--- config.mk ---
export PLATFORM = sky130hd
export DESIGN_NAME = lcw_handshake
export DESIGN_NICKNAME = d
export VERILOG_FILES = /design/src/rtl/lcw_pkg.sv /design/src/rtl/lcw_match_cnt.sv /design/src/rtl/lcw_resolve.sv /design/src/rtl/lcw_handshake.sv
export SDC_FILE = /design/constraint.sdc
export NUM_CORES = 1
export LEC_CHECK = 0
export BUFFER_PORTS_ARGS = -buffer_cell sky130_fd_sc_hd__buf_4
export CORE_MARGIN = 8
export CORE_UTILIZATION = 55
export DETAILED_ROUTE_END_ITERATION = 7
export PLACE_DENSITY = 0.8
export SYNTH_ARGS = -nofsm -noshare
export SYNTH_HDL_FRONTEND = slang
export SYNTH_SLANG_ARGS = --single-unit
--- constraint.sdc ---
create_clock -name clk -period 2.95 [get_ports clk]
set_input_delay 0.7375 -clock clk [delete_from_list [all_inputs] [get_ports clk]]
set_output_delay 0.7375 -clock clk [all_outputs]
set_load 0.02 [all_outputs]
--- src/rtl/lcw_pkg.sv ---
package lcw_pkg;

  typedef enum logic [2:0] {
    ST_IDLE    = 3'd0,
    ST_ABILITY = 3'd1,
    ST_ACKWAIT = 3'd2,
    ST_DONE    = 3'd3,
    ST_FAULT   = 3'd4,
    ST_PDET    = 3'd5
  } lcw_state_e;

  // Technology ranking, index 0 is the highest.
  localparam int NUM_TECH = 4;
  localparam int TECH_POS [NUM_TECH] = '{8, 7, 6, 5};
  localparam logic [NUM_TECH-1:0] TECH_IS_100 = 4'b0011;
  localparam logic [NUM_TECH-1:0] TECH_IS_FDX = 4'b0101;

endpackage

--- src/rtl/lcw_match_cnt.sv ---
module lcw_match_cnt #(
  parameter int W        = 16,
  parameter int N        = 3,
  parameter int ACK_POS  = 14,
  parameter bit MASK_ACK = 1'b1,
  parameter bit NEED_ACK = 1'b0
) (
  input  logic         clk,
  input  logic         rst,
  input  logic         clear,
  input  logic         valid,
  input  logic [W-1:0] word,
  output logic         hit
);
  localparam int CW = $clog2(N + 1);
  localparam logic [W-1:0] ACK_ONE  = W'(1) << ACK_POS;
  localparam logic [W-1:0] CMP_MASK = MASK_ACK ? ~ACK_ONE : {W{1'b1}};

  logic [W-1:0]  cand_q;
  logic [CW-1:0] cnt_q;
  logic          eligible;
  logic          same;

  always_comb begin
    eligible = !NEED_ACK || word[ACK_POS];
    same     = (cnt_q != '0) && (((word ^ cand_q) & CMP_MASK) == '0);
    hit      = valid && eligible && ((same && cnt_q == CW'(N - 1)) || (N == 1));
  end

  always_ff @(posedge clk) begin
    if (rst || clear) begin
      cnt_q  <= '0;
      cand_q <= '0;
    end else if (valid) begin
      if (!eligible) begin
        cnt_q <= '0;
      end else if (hit) begin
        cnt_q <= '0;
      end else if (same) begin
        cnt_q <= cnt_q + CW'(1);
      end else begin
        cnt_q  <= CW'(1);
        cand_q <= word;
      end
    end
  end

  // the count resets on a completed match, so it stays below N.
  p_cnt_bound_r5: assert property (@(posedge clk) disable iff (rst)
    cnt_q < CW'(N))
    else $error("match count reached its limit");

endmodule

--- src/rtl/lcw_resolve.sv ---
module lcw_resolve
  import lcw_pkg::*;
(
  input  logic [NUM_TECH-1:0] common,
  output logic                found,
  output logic                spd100,
  output logic                fdx
);
  // Scan from the lowest rank to the highest so that the highest common one wins.
  always_comb begin
    found  = 1'b0;
    spd100 = 1'b0;
    fdx    = 1'b0;
    for (int i = NUM_TECH - 1; i >= 0; i--) begin
      if (common[i]) begin
        found  = 1'b1;
        spd100 = TECH_IS_100[i];
        fdx    = TECH_IS_FDX[i];
      end
    end
  end

endmodule

--- src/rtl/lcw_handshake.sv ---
module lcw_handshake
  import lcw_pkg::*;
#(
  parameter int WORD_W  = 16,
  parameter int ACK_POS = 14,
  parameter int MATCH_N = 3
) (
  input  logic              clk,
  input  logic              rst,
  input  logic              neg_en,
  input  logic              restart,
  input  logic              link_lost,
  input  logic              rx_valid,
  input  logic [WORD_W-1:0] rx_word,
  input  logic [WORD_W-1:0] local_word,
  input  logic              idle_timeout,
  output logic [WORD_W-1:0] partner_word,
  output logic [WORD_W-1:0] tx_word,
  output logic              tx_send,
  output logic              tx_ack,
  output logic              neg_done,
  output logic              fault,
  output logic              pd_req,
  output logic              speed_100,
  output logic              full_duplex
);
  localparam logic [WORD_W-1:0] ACK_ONE = WORD_W'(1) << ACK_POS;

  lcw_state_e state_q, state_d;
  logic boot_q;
  logic start_evt;
  logic hit_ab, hit_ack;
  logic clr_ab, clr_ack;
  logic [NUM_TECH-1:0] common;
  logic res_found, res_100, res_fdx;

  assign start_evt = neg_en && (boot_q || restart || link_lost);

  always_comb begin
    state_d = state_q;
    if (!neg_en) begin
      state_d = ST_IDLE;
    end else if (start_evt) begin
      state_d = ST_ABILITY;
    end else begin
      unique case (state_q)
        ST_ABILITY: begin
          if (idle_timeout)  state_d = ST_PDET;
          else if (hit_ab)   state_d = ST_ACKWAIT;
        end
        ST_ACKWAIT: begin
          if (hit_ack)       state_d = res_found ? ST_DONE : ST_FAULT;
        end
        default: state_d = state_q;
      endcase
    end
  end

  assign clr_ab  = start_evt || (state_d != ST_ABILITY);
  assign clr_ack = start_evt || (state_d != ST_ACKWAIT);

  lcw_match_cnt #(
    .W(WORD_W), .N(MATCH_N), .ACK_POS(ACK_POS), .MASK_ACK(1'b1), .NEED_ACK(1'b0)
  ) u_match_ability (
    .clk(clk), .rst(rst), .clear(clr_ab),
    .valid(rx_valid && state_q == ST_ABILITY), .word(rx_word), .hit(hit_ab)
  );

  lcw_match_cnt #(
    .W(WORD_W), .N(MATCH_N), .ACK_POS(ACK_POS), .MASK_ACK(1'b0), .NEED_ACK(1'b1)
  ) u_match_ack (
    .clk(clk), .rst(rst), .clear(clr_ack),
    .valid(rx_valid && state_q == ST_ACKWAIT), .word(rx_word), .hit(hit_ack)
  );

  for (genvar g = 0; g < NUM_TECH; g++) begin : g_common
    assign common[g] = local_word[TECH_POS[g]] & partner_word[TECH_POS[g]];
  end

  lcw_resolve u_resolve (
    .common(common), .found(res_found), .spd100(res_100), .fdx(res_fdx)
  );

  always_ff @(posedge clk) begin
    if (rst) begin
      state_q      <= ST_IDLE;
      boot_q       <= 1'b1;
      partner_word <= '0;
      tx_word      <= '0;
      tx_send      <= 1'b0;
      tx_ack       <= 1'b0;
      neg_done     <= 1'b0;
      fault        <= 1'b0;
      pd_req       <= 1'b0;
      speed_100    <= 1'b0;
      full_duplex  <= 1'b0;
    end else begin
      state_q  <= state_d;
      if (state_d == ST_ABILITY) boot_q <= 1'b0;
      tx_send  <= (state_d == ST_ABILITY) || (state_d == ST_ACKWAIT);
      tx_ack   <= (state_d == ST_ACKWAIT);
      neg_done <= (state_d == ST_DONE);
      fault    <= (state_d == ST_FAULT);
      pd_req   <= (state_d == ST_PDET);
      tx_word  <= (state_d == ST_ACKWAIT) ? (local_word | ACK_ONE) : (local_word & ~ACK_ONE);
      if (state_q == ST_ABILITY && state_d == ST_ACKWAIT) partner_word <= rx_word;
      if (state_q == ST_ACKWAIT && state_d == ST_DONE) begin
        speed_100   <= res_100;
        full_duplex <= res_fdx;
      end else if (state_d != ST_DONE) begin
        speed_100   <= 1'b0;
        full_duplex <= 1'b0;
      end
    end
  end

  p_idle_when_off_r2: assert property (@(posedge clk) disable iff (rst)
    !neg_en |=> (!tx_send && !tx_ack && !neg_done && !pd_req && !fault))
    else $error("outputs active while disabled");

  p_ack_needs_word_r4: assert property (@(posedge clk) disable iff (rst)
    $rose(tx_ack) |-> $past(rx_valid))
    else $error("acknowledge rose without a received word");

  p_partner_hold_r4: assert property (@(posedge clk) disable iff (rst)
    (tx_ack && $past(tx_ack)) |-> $stable(partner_word))
    else $error("partner word changed during acknowledge");

  p_done_needs_ack_word_r6: assert property (@(posedge clk) disable iff (rst)
    $rose(neg_done) |-> ($past(rx_valid) && $past(rx_word[ACK_POS])))
    else $error("completion without an acknowledged word");

  p_done_excl_fault_r8: assert property (@(posedge clk) disable iff (rst)
    !(neg_done && fault))
    else $error("done and fault together");

  p_pd_needs_timeout_r9: assert property (@(posedge clk) disable iff (rst)
    $rose(pd_req) |-> $past(idle_timeout))
    else $error("parallel detect without timeout");

endmodule

; ---- After elaboration in Yosys (flattened, before gate mapping)
; Index checks and enable logic that the tools add are counted.
[totals]
ff_bits = 79
wordCells = 90
out_inout_bits = 39
[classes]
n_bitwise = 10
n_mux = 25
n_addsub = 2
reduce_logical = 26
eq_ne = 12
[ops]
columns = op, n
row1 = $logic_not A16 Y1, 2
row2 = $xor A16 B16 Y16, 2
row3 = $mux W3, 6
row4 = $mux W15, 1
row5 = $logic_and A1 B1 Y1, 12
row6 = $mux W1, 12
row7 = $mux W2, 5
row8 = $eq A3 B2 Y1 const B, 3
row9 = $logic_or A1 B1 Y1, 7
row10 = $eq A3 B1 Y1 const B, 2
row11 = $eq A3 B3 Y1 const B, 2
row12 = $ne A3 B2 Y1 const B, 2
row13 = $pmux W3 S2, 1
row14 = $reduce_bool A2 Y1, 3
row15 = $add A2 B1 Y2 const B, 2
row16 = $and A1 B1 Y1, 4
row17 = $eq A2 B2 Y1 const B, 2
row18 = $not A1 Y1, 4
row19 = $reduce_and A4 Y1, 1
row20 = $ne A3 B1 Y1 const B, 1
row21 = $reduce_and A3 Y1, 1

; ---- Logic depth before layout (Yosys ltp)
; Gate-level depths: netlist (run 1).
[depth]
depth_word = 13
mapped_depth = 9

; ---- Modules after synthesis
; A second synthesis (run 1) with hierarchy kept.
[unflattened]
cells_unflattened = 356
hier_area_um2 = 3475.8
[by_module_without_submodules]
columns = module, seq_area_each_um2, cells_each, n_inst, area_per_inst_um2
row1 = lcw_handshake, 840.8, 141, 1, 1526.5
row2 = lcw_match_cnt at u_match_ack, 360.3, 128, 1, 1058.5
row3 = lcw_match_cnt at u_match_ability, 340.3, 83, 1, 867.1
row4 = lcw_resolve, 0.0, 4, 1, 23.8

; ---- Worst setup path before layout (run 1)
; No wires, ideal clock.
[synth_path]
kind = input to register
startpoint = input rx_word[15]
endpoint = register u_match_ack.cand_q[0]
setup_ns = 0.073
t_required_ns = 2.877
stages = 7
n_path_buf = 1
arrival_ns = 2.366
path_slack_ns = 0.511
cell_sequence = xor2_1 -> nor4_4 -> nand4_4 -> or2_1 -> a211o_1 -> buf_6 -> nor3_2
[synth_via]
elab_chain_cells = 13
[synth_rtl]
columns = element, line_no
row1 = "start, declared", lcw_handshake.sv:14  ; input logic [WORD_W-1:0] rx_word,
row2 = $xor A16 B16 Y16, lcw_match_cnt.sv:26  ; same = (cnt_q != '0) && (((word ^ cand_q) & CMP_MASK) == '0);
row3 = $logic_not A16 Y1, lcw_match_cnt.sv:26
row4 = $logic_and A1 B1 Y1, lcw_match_cnt.sv:26
row5 = $logic_and A1 B1 Y1 (2 in series), lcw_match_cnt.sv:27  ; hit = valid && eligible && ((same && cnt_q == CW'(N - 1)) || (N == 1));
row6 = $mux W3, lcw_handshake.sv:49  ; else if (hit_ab) state_d = ST_ACKWAIT;
row7 = $mux W3, lcw_handshake.sv:48  ; if (idle_timeout) state_d = ST_PDET;
row8 = $pmux W3 S2, lcw_handshake.sv:46  ; unique case (state_q)
row9 = $mux W3, lcw_handshake.sv:43  ; end else if (start_evt) begin
row10 = $mux W3, lcw_handshake.sv:41  ; if (!neg_en) begin
row11 = $ne A3 B2 Y1, lcw_handshake.sv:60  ; assign clr_ack = start_evt || (state_d != ST_ACKWAIT);
row12 = $logic_or A1 B1 Y1, lcw_handshake.sv:60
row13 = $logic_or A1 B1 Y1, lcw_match_cnt.sv:31  ; if (rst || clear) begin
row14 = "end signal, assigned", lcw_match_cnt.sv:43  ; cand_q <= word;
row15 = "end, declared", lcw_match_cnt.sv:19  ; logic [W-1:0] cand_q;
; Parallel ways exist; a longest one is shown, timed or not.
; A chain may end at the register's enable or synchronous reset.

; ---- Final worst setup path (run 1)
[layout_path]
startpoint = input rx_word[0]
endpoint = register boot_q
[layout_via]
elab_chain_cells = 11
[layout_rtl]
columns = element, line_no
row1 = $xor A16 B16 Y16, lcw_match_cnt.sv:26
row2 = $logic_not A16 Y1, lcw_match_cnt.sv:26
row3 = $logic_and A1 B1 Y1, lcw_match_cnt.sv:26
row4 = $logic_and A1 B1 Y1 (2 in series), lcw_match_cnt.sv:27
row5 = $mux W3, lcw_handshake.sv:49
row6 = $mux W3, lcw_handshake.sv:48
row7 = $pmux W3 S2 *, lcw_handshake.sv:46
row8 = $mux W3 *, lcw_handshake.sv:43
row9 = $mux W3 *, lcw_handshake.sv:41
row10 = $eq A3 B1 Y1 *, lcw_handshake.sv:99  ; if (state_d == ST_ABILITY) boot_q <= 1'b0;
row11 = "end signal, assigned", lcw_handshake.sv:87  ; boot_q <= 1'b1;
row12 = "end signal, assigned", lcw_handshake.sv:99
row13 = "end, declared", lcw_handshake.sv:30  ; logic boot_q;
; Mark *: on every way between the ends. The rest lies on a longest branch, timed or not.

==> results of run 1 <==
[tightest hold or removal path: cells and delay by family (launching register included)]
| family | cells | cell delay, ns |
|---|---|---|
| flip-flops | 1 | 0.32 |
| AO/OA/AOI/OAI | 1 | 0.05 |
| AND/OR/NAND/NOR | 1 | 0.05 |
[layout make-up]
class / count / area share (%)
multi-input cells: 272 / 43.9
flip-flops and latches: 77 / 33.1
repair buffers: 92 / 15.6
clock buffers: 10 / 2.95
well taps: 80 / 2.15
clock inverters: 6 / 1.53
inverters: 10 / 0.806
[metal layers]
metal  up-vias  wire length, um  global-route usage, %
met5         -                0                      0
met4         0              156                   7.67
met3        16              543                   5.78
met2       100             4580                   33.3
met1      1457             3860                   21.4
li1       1510                -                      -
[worst paths after layout]
| check | from | to | slack (ns) | cells past startpoint |
|---|---|---|---|---|
| setup / recovery | rx_word[0] | boot_q$_SDFFE_PP1N_ | 0.41 | 8 |
| hold reg to reg | partner_word[3]$_SDFFE_PP0P_ | partner_word[3]$_SDFFE_PP0P_ | 0.46 | 2 |
| setup reg to reg | u_match_ack.cnt_q[0]$_SDFFE_PP0N_ | boot_q$_SDFFE_PP1N_ | 0.58 | 8 |
| hold / removal | partner_word[3]$_SDFFE_PP0P_ | partner_word[3]$_SDFFE_PP0P_ | 0.46 | 2 |
[stage by stage]
step           instances  total power, mW  hold slack [ns]
6_report             547             2.09            0.455
5_1_grt              547             2.16            0.475
4_1_cts              547             2.10            0.458
3_5_place_dp         531             1.28            0.447
3_3_place_gp         531             1.28            0.439
2_1_floorplan        387             1.18            0.464
[flip-flops by register name, indices dropped and copies added, names as in the netlist, 2 cells and up]
name and flops:
partner_word 16, u_match_ability.cand_q 15, u_match_ack.cand_q 16, u_match_ack.cnt_q 2
u_match_ability.cnt_q 2, tx_word 16, state_q 3
[where the power goes]
group	total, mW	internal [mW]	switching [mW]
logic	0.199	0.0855	0.113
clock network	0.830	0.420	0.410
registers	1.06	1.05	0.00561
[cell usage in the layout, fill, tap and decap left out, types with 2 or more instances in the layout]
cell        Yosys  routed
o211ai_1        2       2
clkinv_4        0       2
a22oi_1         2       2
ha_1            4       4
nor4b_2        16      16
nor4_2          5       5
o21ai_1         3       2
clkbuf_8        0      10
clkinvlp_4      0       2
buf_12          0       3
dfxtp_1        77      77
nand3_1        17      17
inv_1          10      10
nor4_4          4       4
o21ai_0        16      16
nor2_1          9       9
xnor2_1         3       3
nor3b_1         3       3
nand2_1        40      40
nor2b_1        19      19
xor2_1         27      27
nor3_1          4       4
or3_1           4       4
a21oi_1        35      35
buf_4           3      89
nor3_2         17      17
mux2i_1        15      15
[kinds of logic (layout without fill, tap and decap cells)]
kind of cell	count (synthesis)	in the layout	share of synthesized area [%]
and+or+nand+nor	153	153	30.7
muxes	15	15	3.99
adders and majority gates	4	4	1.33
buffers and inverters	38	118	4.85
DFF	77	77	41.0
xor gates and xnor gates	30	30	6.98
AOI/OAI and AO/OA	70	70	11.2
==> out/metrics.cfg, run 1 <==
[timing]
worst_slack_ns = 0.409
tightest_slew_ns = 0.562
finalCriticalPeriod_ns = 2.54
slew_viol_final = 0
hold_viol = 0
slew_headroom_pct = 62.5
period_share_pct = 86.1
rsz0062_at_grt = no
final-setup-viol-count = 0
skew_ns = 0.0122
max_freq_mhz = 394
fin_tns_setup_ns = 0

[route]
drt-total-wl_mm = 9.14
wl_per_cell_um = 16.7
drt_iter0_markers = 122
drtAntennaViolNets = 0
avgViaCountPerCell = 5.64
vias = 3083
firstDrtPassIters = 4
drc = 0

[yosys]
yosys_warnings = 0
synth-edff-count = 0
synthTopCellsByCount = dfxtp_1, nand2_1, a21oi_1
yosysMostFrequentCell = dfxtp_1
synthCells = 387
synth_top_cell_area_share_pct = 41.0
postSynthAreaPerCell_sq_um = 9.73
synth_area_leaders = dfxtp_1, nor4b_2, xor2_1
yosysSeqAreaShare_pct = 41.0
synth.ff_latch_count = 77
synth_cell_types = 54
yosysTopAreaCell = dfxtp_1
syn_nets = 430
synth_area_sq_um = 3760
async_flop_share_pct = 0
synth_flop_cell = dfxtp_1

[placed_design]
place_area_sq_um = 4450
portBuffers = 76
dp_slack_ns = 0.0391
place_congestion = 0.876
hpwlAfterDp_mm = 6.76

[clocking]
cts_resized = 0
h-tree-depth = 3
cts.sinks = 77
cts_made_buffers = 9
clock_latency_ns = 0.35
clk_pin_slew_ns = 0.08
cts_tree = yes
cts-root-buf = clkbuf_8
post_cts_buffers = 0
clockBufferDepth = 2
hold_buffers = 0

[setup_path]
crit_chain = buf_4 -> xor2_1 -> nor4_2 -> nand4_2 -> nor4_2 -> o21ai_2 -> buf_12 -> o32a_1
cpPeakStageDelay_ns = 0.48
critical_path_arrival_ns = 2.78
cp_common_cell = nor4_2
crit_family = simple AND/OR/NAND/NOR gates
critPathCaptureType = register
worst-path-max-fanout = 21
cp-start-kind = input port
cp_num_buf_inv = 2
criticalPathCategory = in2reg
cp_slowest_cell = nor4_2
required_ns = 3.19

[global_routing]
grt_util_all_layers_pct = 19.2
grt_pass1_vias = 3144
overflow = 0
grt_first_pass_wirelength_mm = 15.0
antenna_found_initial = 0
grt_max_degree = 38

[status]
status = finished, final reports clean

[layout]
nNetsFinal = 505
design_area_sq_um = 4660
multiInputGateArea_sq_um = 2040
drive_above_1_share_pct = 34.0
regArea_sq_um = 1540
syn_to_final_growth_pct = 23.8
antennaDiodeCount = 0
fillers = 545
final_core_util_pct = 69.3

[floorplan]
core_sq_um = 6720
die_width_um = 98.7
die-area_sq_um = 9750
chipHeight_um = 98.7
io_pins = 78
rows = 30
start_util_pct = 56.0

[job]
maxCapViolCount = 0

[power_and_ir_drop]
peakVddDrop_mv = 0.238
leakage_nw = 1.67
power_density_nw_per_um2 = 448

[worst_hold_path]
min_path_type = reg2reg

Note: power is estimated with default switching activity, not from simulation.
==> inputs of run 2 (changes only) <==
==> constraint.sdc (replaced) <==
create_clock -name clk -period 2.6 [get_ports clk]
set_input_delay 0.65 -clock clk [delete_from_list [all_inputs] [get_ports clk]]
set_output_delay 0.65 -clock clk [all_outputs]
set_load 0.02 [all_outputs]
==> run 2 against run 1 <==
  * Sequential power rose by 13%
  * Largest power group unchanged
  * Critical endpoint is now speed_100$_SDFFE_PP0P_
  * Sequential cell count is the same
  * Die area unchanged
  * Register-to-register slack got worse by 0.35 ns
  * Largest cell class unchanged
==> out/metrics.cfg, run 2 (synthesized netlist as in run 1, its figures left out) <==
[layout]
nNetsFinal = 529  ; was 505
syn_to_final_growth_pct = 28.9  ; was 23.8%
antennaDiodeCount = 0  ; unchanged
final_core_util_pct = 72.2  ; was 69.3%
drive_above_1_share_pct = 37.3  ; was 34.0%
final_cells = 571  ; was 547
layout_commonest_cell = buf_4  ; unchanged
top_regs = partner_word (16), tx_word (16), u_match_ack.cand_q (16)  ; unchanged
design_area_sq_um = 4850  ; was 4660 sq um
layout_common_cells = buf_4, dfxtp_1, nand2_1  ; unchanged

[floorplan]
chipHeight_um = 98.7  ; unchanged
io_pins = 78  ; unchanged
die_width_um = 98.7  ; unchanged
core_sq_um = 6720  ; unchanged
start_util_pct = 56.0  ; unchanged
die-area_sq_um = 9750  ; unchanged
rows = 30  ; unchanged

[worst_hold_path]
min_path_type = reg2reg  ; unchanged

[clocking]
cts.sinks = 77  ; unchanged
clock_latency_ns = 0.35  ; about the same
clk_pin_slew_ns = 0.09  ; was 0.08 ns
post_cts_buffers = 0  ; unchanged
cts-root-buf = clkbuf_8  ; unchanged
cts_tree = yes  ; unchanged
h-tree-depth = 3  ; unchanged
hold_buffers = 0  ; unchanged
cts_made_buffers = 9  ; unchanged
cts_resized = 0  ; unchanged
clockBufferDepth = 2  ; unchanged

[placed_design]
place_congestion = 0.902  ; was 0.876
dp_slack_ns = -0.105  ; was 0.0391 ns
portBuffers = 76  ; unchanged
place_area_sq_um = 4640  ; was 4450 sq um
dpl.cell_count = 555  ; was 531
hpwlAfterDp_mm = 7.08  ; was 6.76 mm

[job]
maxCapViolCount = 0  ; unchanged

[status]
status = finished, final reports clean  ; unchanged

[global_routing]
grt_util_all_layers_pct = 19.6  ; was 19.2%
grt_max_degree = 37  ; was 38
antenna_found_initial = 0  ; unchanged
grt_pass1_vias = 3270  ; was 3144
overflow = 0  ; unchanged
grt_first_pass_wirelength_mm = 15.6  ; was 15.0 mm

[route]
drc = 0  ; unchanged
firstDrtPassIters = 4  ; unchanged
drt-total-wl_mm = 9.38  ; was 9.14 mm
wl_per_cell_um = 16.4  ; was 16.7 um
drtAntennaViolNets = 0  ; unchanged
vias = 3176  ; was 3083
avgViaCountPerCell = 5.56  ; was 5.64
drt_iter0_markers = 126  ; was 122

[setup_path]
critPathCaptureType = register  ; unchanged
criticalPathCategory = reg2reg  ; was in2reg
critical_path_arrival_ns = 2.61  ; was 2.78 ns
worst-path-max-fanout = 3  ; was 21
required_ns = 2.83  ; was 3.19 ns
cp-start-kind = register  ; was input port

[timing]
period_share_pct = 91.3
worst_slack_ns = 0.227  ; was 0.409 ns
slew_viol_final = 0  ; unchanged
hold_slack_ns = 0.453  ; was 0.455 ns
hold_viol = 0  ; unchanged
finalCriticalPeriod_ns = 2.37
rsz0062_at_grt = no  ; unchanged
max_freq_mhz = 421
tightest_slew_ns = 0.547  ; was 0.562 ns
final-setup-viol-count = 0  ; unchanged
skew_ns = 0.0106  ; was 0.0122 ns
fin_tns_setup_ns = 0  ; unchanged
slew_headroom_pct = 63.5  ; was 62.5%

[power_and_ir_drop]
leakage_nw = 1.78  ; was 1.67 nW
peakVddDrop_mv = 0.307  ; was 0.238 mV
power_density_nw_per_um2 = 493  ; was 448 nW/um^2
finalPower_mw = 2.39  ; was 2.09 mW

==> run 2: changes by cell type in the layout (fill, tap and decap cells not counted) <==
cell and change:
buf_12 +1, buf_4 +23
==> run 2: final timing paths <==
check | from | end | slack [ns] | cells after the start
hold / removal | partner_word[15]$_SDFFE_PP0P_ | partner_word[15]$_SDFFE_PP0P_ | 0.45 | 2
hold reg to reg | partner_word[15]$_SDFFE_PP0P_ | partner_word[15]$_SDFFE_PP0P_ | 0.45 | 2
setup reg to reg | u_match_ability.cnt_q[0]$_SDFFE_PP0P_ | speed_100$_SDFFE_PP0P_ | 0.23 | 8
setup / recovery | u_match_ability.cnt_q[0]$_SDFFE_PP0P_ | speed_100$_SDFFE_PP0P_ | 0.23 | 8
==> run 2: critical path: stages (launching register included) <==
cell and delay [ns]:
dfxtp_1 0.37, inv_1 0.07, ha_1 0.24, nor4_4 0.35, nand4_4 0.13, or2_1 0.27, a211o_1 0.37, buf_4 0.17
a2111oi_2 0.30
==> run 2: layout make-up <==
type	count	area [sq um]
fill	502	1870
clock buffer	10	138
timing repair buffer	116	921
tap	80	100
sequential	77	1540
inverter	10	37.5
clock inverter	6	71.3
multi-input combinational	272	2040
==> run 2: routing by layer <==
metal / up-vias / track usage, % / routed length [um]
met2: 79 / 34.2 / 4760
li1: 1563 / - / -
met4: 0 / 8.38 / 216
met5: - / 0 / 0
met3: 19 / 4.58 / 527
met1: 1515 / 22.3 / 3880
==> run 2: report_power, final <==
group	internal [mW]	switching, mW	leakage (nW)
logic	0.114	0.134	1.06
registers	1.19	0.00616	0.625
clock network	0.476	0.467	0.0991
